--- config.mk ---
export PLATFORM = sky130hd
export DESIGN_NAME = dsl_shift_net
export DESIGN_NICKNAME = d
export VERILOG_FILES = /design/src/rtl/dsl_pkg.sv /design/src/rtl/dsl_lane_delay.sv /design/src/rtl/dsl_lane_rotate.sv /design/src/rtl/dsl_shift_net.sv
export SDC_FILE = /design/constraint.sdc
export NUM_CORES = 1
export LEC_CHECK = 0
export ABC_AREA = 0
export BUFFER_PORTS_ARGS = -buffer_cell sky130_fd_sc_hd__buf_2
export CAP_MARGIN = 20
export CORE_AREA = 2 2 39 41
export CTS_CLUSTER_DIAMETER = 80
export DETAILED_ROUTE_END_ITERATION = 16
export DIE_AREA = 0 0 41 43
export SLEW_MARGIN = 15
export SYNTH_ARGS = -nofsm -noshare
export SYNTH_HDL_FRONTEND = slang
export SYNTH_SLANG_ARGS = --single-unit
--- constraint.sdc ---
create_clock -name clk -period 1.4 [get_ports clk]
set_clock_uncertainty 0.05 [all_clocks]
set_input_delay 0.28 -clock clk [delete_from_list [all_inputs] [get_ports clk]]
set_output_delay 0.28 -clock clk [all_outputs]
set_load 0.01 [all_outputs]
--- src/rtl/dsl_pkg.sv ---
package dsl_pkg;

  // Number of flops between source lane and output for a given shift.
  function automatic int lane_depth(input int lane, input int shift, input int dw);
    return (lane + shift) / dw;
  endfunction

  // Source lane that lands on destination lane dst after a rotation by shift.
  function automatic int src_lane(input int dst, input int shift, input int dw);
    return (((dst - (shift % dw)) % dw) + dw) % dw;
  endfunction

  // Longest chain any lane needs for a shift.
  function automatic int max_depth(input int shift, input int dw);
    return (shift + dw - 1) / dw;
  endfunction

endpackage

--- src/rtl/dsl_lane_delay.sv ---
module dsl_lane_delay #(
  parameter int DEPTH = 1,
  parameter int TAPD  = 0
) (
  input  logic clk,
  input  logic rst_n,
  input  logic clear,
  input  logic adv,
  input  logic din,
  output logic main_q,
  output logic tap_q
);

  generate
    if (DEPTH == 0) begin : g_wire
      assign main_q = din;
      assign tap_q  = din;
    end else begin : g_chain
      logic [DEPTH-1:0] stg;

      always_ff @(posedge clk or negedge rst_n) begin
        if (!rst_n) begin
          stg <= '0;
        end else if (clear) begin
          stg <= '0;
        end else if (adv) begin
          stg[0] <= din;
          for (int k = 1; k < DEPTH; k++) begin
            stg[k] <= stg[k-1];
          end
        end
      end

      assign main_q = stg[DEPTH-1];

      if (TAPD == 0) begin : g_tap_wire
        assign tap_q = din;
      end else begin : g_tap_stage
        assign tap_q = stg[TAPD-1];
      end
    end
  endgenerate

endmodule

--- src/rtl/dsl_lane_rotate.sv ---
module dsl_lane_rotate #(
  parameter int DIGIT_W = 3,
  parameter int SHIFT   = 4
) (
  input  logic [DIGIT_W-1:0] din,
  output logic [DIGIT_W-1:0] dout
);

  generate
    for (genvar i = 0; i < DIGIT_W; i++) begin : g_lane
      assign dout[(i + SHIFT) % DIGIT_W] = din[i];
    end
  endgenerate

endmodule

--- src/rtl/dsl_shift_net.sv ---
module dsl_shift_net #(
  parameter int DIGIT_W   = 3,
  parameter int SHIFT     = 4,
  parameter int TAP_SHIFT = 2
) (
  input  logic               clk,
  input  logic               rst_n,
  input  logic               word_start,
  input  logic               in_valid,
  output logic               in_ready,
  input  logic [DIGIT_W-1:0] in_digit,
  output logic               out_valid,
  input  logic               out_ready,
  output logic [DIGIT_W-1:0] out_digit,
  output logic [DIGIT_W-1:0] tap_digit
);
  import dsl_pkg::*;

  localparam int MAXD = max_depth(SHIFT, DIGIT_W);

  logic               xfer;
  logic [DIGIT_W-1:0] main_lane;
  logic [DIGIT_W-1:0] tap_lane;

  assign in_ready  = out_ready & ~word_start;
  assign out_valid = in_valid & ~word_start;
  assign xfer      = in_valid & out_ready & ~word_start;

  generate
    for (genvar i = 0; i < DIGIT_W; i++) begin : g_lane
      localparam int D_MAIN = lane_depth(i, SHIFT, DIGIT_W);
      localparam int D_TAP  = lane_depth(i, TAP_SHIFT, DIGIT_W);

      dsl_lane_delay #(
        .DEPTH(D_MAIN),
        .TAPD (D_TAP)
      ) u_delay (
        .clk   (clk),
        .rst_n (rst_n),
        .clear (word_start),
        .adv   (xfer),
        .din   (in_digit[i]),
        .main_q(main_lane[i]),
        .tap_q (tap_lane[i])
      );
    end
  endgenerate

  dsl_lane_rotate #(.DIGIT_W(DIGIT_W), .SHIFT(SHIFT)) u_rot_main (
    .din (main_lane),
    .dout(out_digit)
  );

  dsl_lane_rotate #(.DIGIT_W(DIGIT_W), .SHIFT(TAP_SHIFT)) u_rot_tap (
    .din (tap_lane),
    .dout(tap_digit)
  );

  if (MAXD < 0) begin : g_never
  end

endmodule

Word-level counts from Yosys, hierarchy flattened --
Cells that the tools add are included.
Storage, ports and cells: bits of input ports 8, output and inout bits 8, register bits after elaboration 4
Operators by class: reductions and logical operators 1, bitwise logic cells 5, muxes and demuxes 6
Operators by type and width (number):
- 1-bit AND | 4
- 1-bit two-way mux | 4
- 2-bit two-way mux | 2
- 2-bit nonzero test | 1
- 1-bit inverter | 1

Depth between registers and ports, before layout --
depth in word-level cells 4, depth in mapped cells 2

Cells and area by module --
From an unflattened synthesis, not the netlist that was laid out.
Unflattened totals: cells, all modules 23, area total of the unflattened synthesis 236.5 um^2
By module, submodules not included:
- dsl_lane_delay (g_lane[0].u_delay ...) | instances 2, cells each 4, sequential area each 25.0 um^2, area each 46.3 um^2
- dsl_lane_delay (g_lane[2].u_delay) | instances 1, cells each 6, sequential area each 50.0 um^2, area each 77.6 um^2
- dsl_lane_rotate | instances 2, cells each 3, sequential area each 0.0 um^2, area each 22.5 um^2
- dsl_shift_net | instances 1, cells each 3, sequential area each 0.0 um^2, area each 21.3 um^2

Worst setup path before layout --
Ideal clock, no wire load.
path kind reg2out, start point register g_lane[1].u_delay.g_chain.stg, end point output port out_digit[2], required time 1070 ps, stages on the path, launching flop included 2, buffers on the path 1, arrival time 499 ps, setup slack 571 ps, cells stage by stage dfrtp_1 buf_4
RTL lines:
- from (decl) | RTL line dsl_lane_delay.sv:19 | logic [DEPTH-1:0] stg;
- from (signal, indexed assignment) | RTL line dsl_lane_delay.sv:29 | stg[k] <= stg[k-1];
- to (decl) | RTL line dsl_shift_net.sv:14 | output logic [DIGIT_W-1:0] out_digit,
No word-level cell between the ends.

Final worst setup path --
start point register g_lane[1].u_delay.g_chain.stg, end point output port out_digit[2]
No word-level cell between the ends.

==> reports/qor.txt <==
Status: finished, final reports clean
Clock Tree Buf Depth: 2
Mapped cell area: 243 um2
Simple-Gate Fraction of Synth Area: 21.6%
Vias per inst: 3.96
Global-route wire length before repair: 779 um
Mux contribution to synthesized area: 4.12%
CTS Root Cell: clkbuf_4
Post-Route WL: 514 um
Worst min path class: in2reg
N_diodes: 0
Synth Area in XOR/XNOR: 0%
CP startpoint kind: flip-flop
Synth Area in Compound Gates: 14.4%
RSZ-0062 raised after global routing: no
Area Overhead vs Synth: 34.0%
Setup TNS: 0 ns
Most crowded layer after global routing: met4
Number of cells produced by synthesis: 24
Yosys Warn Count: 0
Pwr dens: 955 nW/um2
GR Util met3: 3.14%
Max-Cap Viols: 0
CP bufs+invs: 1
Syn avg cell area: 10.1 um2
Met1 usage: 7.82%
Data required, critical path: 1.07 ns
Clk sink count: 4
Min cycle time layout: 1.08 ns
Count leader, synth: buf_4
Reg clk slew, reported paths: 0.04 ns
Worst skew pair latency: 0.23 ns
Initial core utilization: 17.5%
Crit path arrival time: 0.75 ns
Main combinational cell family by area after synthesis: simple AND/OR/NAND/NOR gates
Gr usage total: 7.46%
Top cell types by occurrence after synthesis: buf_4 (6), dfrtp_1 (4)
Fmax: 922 MHz
Leak Pwr: 0.171 nW
Register-to-register setup slack: 0.55 ns
Rows: 14
Family with the most delay on the worst path: flip-flops
Max-slew violation count: 0
CP max-delay cell: dfrtp_1
CP max stage delay: 0.38 ns
EDFF count, synth: 0
Hold Vio Cnt, Final: 0
Synth Flop Type: dfrtp_1
Layout cells sized above 1: 51.4%
#FFs+latches synth: 4
Seq/Total Area, Yosys: 41.2%
Antenna violations before repair: 0
Final Cycle Share: 77.5%
Worst Setup End Kind: primary output
Die Height: 43 um
Netlist cell types: 11
Crit Path Max Fanout: 3
Cells on worst reg2reg path: 2
Adder-Cell Fraction of Synth Area: 0%
Hold Slack: 0.234 ns
Max VDD drop: 0.278 mV
Largest net degree at the start of global routing: 8
Synth area leader: dfrtp_1
Worst setup endpoint: out_digit[2]
Slew headroom: 90.3%
Worst path depth: 1
Vias in the first global route: 191
CTS buffer count: 3
Share of flip-flops with an asynchronous set or reset: 100%
Post-synth top area share: 41.2%
I/O pin total: 16
Pre-Repair DR Iteration Count: 1
Routed WL per cell: 9.70 um
Global route overflow: 0
Initial DRC Count: 0
IO Port Bufs: 15
Core ar.: 1380 um2
Die area: 1760 um2
DRT antenna net count: 0
Met2 GRT Util: 9.06%
Via count: 210
Synthesized net count: 32
DRC viols: 0
Die Wd: 41 um
Top post-synthesis cells by area: dfrtp_1 (41%), buf_4 (19%), a21bo_1 (8.2%)
Worst Setup SP: g_lane[1].u_delay.main_q
H-tree depth: 1
Placer congestion estimate: 0.583
Final setup viols: 0
Worst reg2reg path startpoint: g_lane[1].u_delay.main_q
Nets: 47
Measured slew at the worst slew-check pin: 0.141 ns
CTS tree: yes
RR Endpoint: g_lane[1].u_delay.main_q
CP Cell Sequence: buf_2
Crit Path Class: reg2out
==> worst min path at each step <==
| stage | from | end | slack (ns) | depth (start not counted) |
|---|---|---|---|---|
| after floorplan | rst_n | g_lane[0].u_delay.main_q | -0.07 | 0 |
| after global placement | rst_n | g_lane[2].u_delay.g_chain.stg[1] | 0.04 | 1 |
| after detailed placement | rst_n | g_lane[2].u_delay.g_chain.stg[1] | 0.04 | 1 |
| after CTS | word_start | g_lane[0].u_delay.main_q | 0.23 | 2 |
| after global routing | word_start | g_lane[0].u_delay.main_q | 0.25 | 2 |
| final | word_start | g_lane[0].u_delay.main_q | 0.23 | 2 |
==> placed cells by master (no fill, tap or decap) <==
master	instances
buf_2	15
o21ai_1	1
and2_4	1
clkbuf_4	3
a21oi_1	2
a21bo_1	2
dlygate4sd3_1	1
nand2b_1	2
dfrtp_1	4
mux2i_1	1
nand4b_1	1
nand3_1	2
nor2b_1	2
==> sequential cells by signal, summed over array words and instances (netlist names) <==
signal                      flops
g_lane.u_delay.g_chain.stg      2
g_lane.u_delay.main_q           2
==> metal layers <==
metal	vias to the layer above	part of all wire, %
li1	103	-
met2	11	49
met4	0	0
met1	96	42
met3	0	8.4
met5	-	0
==> report_power, final <==
group / leakage, nW / switching, mW / total (mW) / internal, mW
Combinational: 0.103 / 0.0244 / 0.0494 / 0.0250
Clock: 0.0138 / 0.0428 / 0.138 / 0.0956
Sequential: 0.0547 / 0.00225 / 0.123 / 0.121
==> kinds of logic (layout without fill, tap and decap cells) <==
family                 Yosys count  in the layout
DFF                              4              4
buffers and inverters            6             19
AOI/OAI and AO/OA                5              5
muxes                            1              1
and+or+nand+nor                  8              8
==> repair_timing <==
action                     4_1_cts  5_1_grt
hold endpoints to repair         4        0
buffers inserted                 0        0
resized for setup                0        0
setup endpoints to repair        0        0
hold buffers                     1        0
==> cell type report <==
class                           instances  area (um2)
Clock buffer                            3        22.5
Fill cell                             163        1060
Timing Repair Buffer                   16        85.1
Multi-Input combinational cell         14        97.6
Tap cell                               16        20.0
Sequential cell                         4         100
==> through the flow <==
step,power (mW),instance area [um2],setup slack (ns),utilization (%),std cells
6_report,0.311,325,0.315,23.5,53
2_1_floorplan,0.153,243,0.571,-,24
3_3_place_gp,0.171,293,0.398,21.2,49
5_1_grt,0.338,325,0.270,23.5,53
4_1_cts,0.324,325,0.297,23.5,53
3_5_place_dp,0.173,293,0.386,21.2,49
No activity file was read; power rests on OpenSTA's default activity.
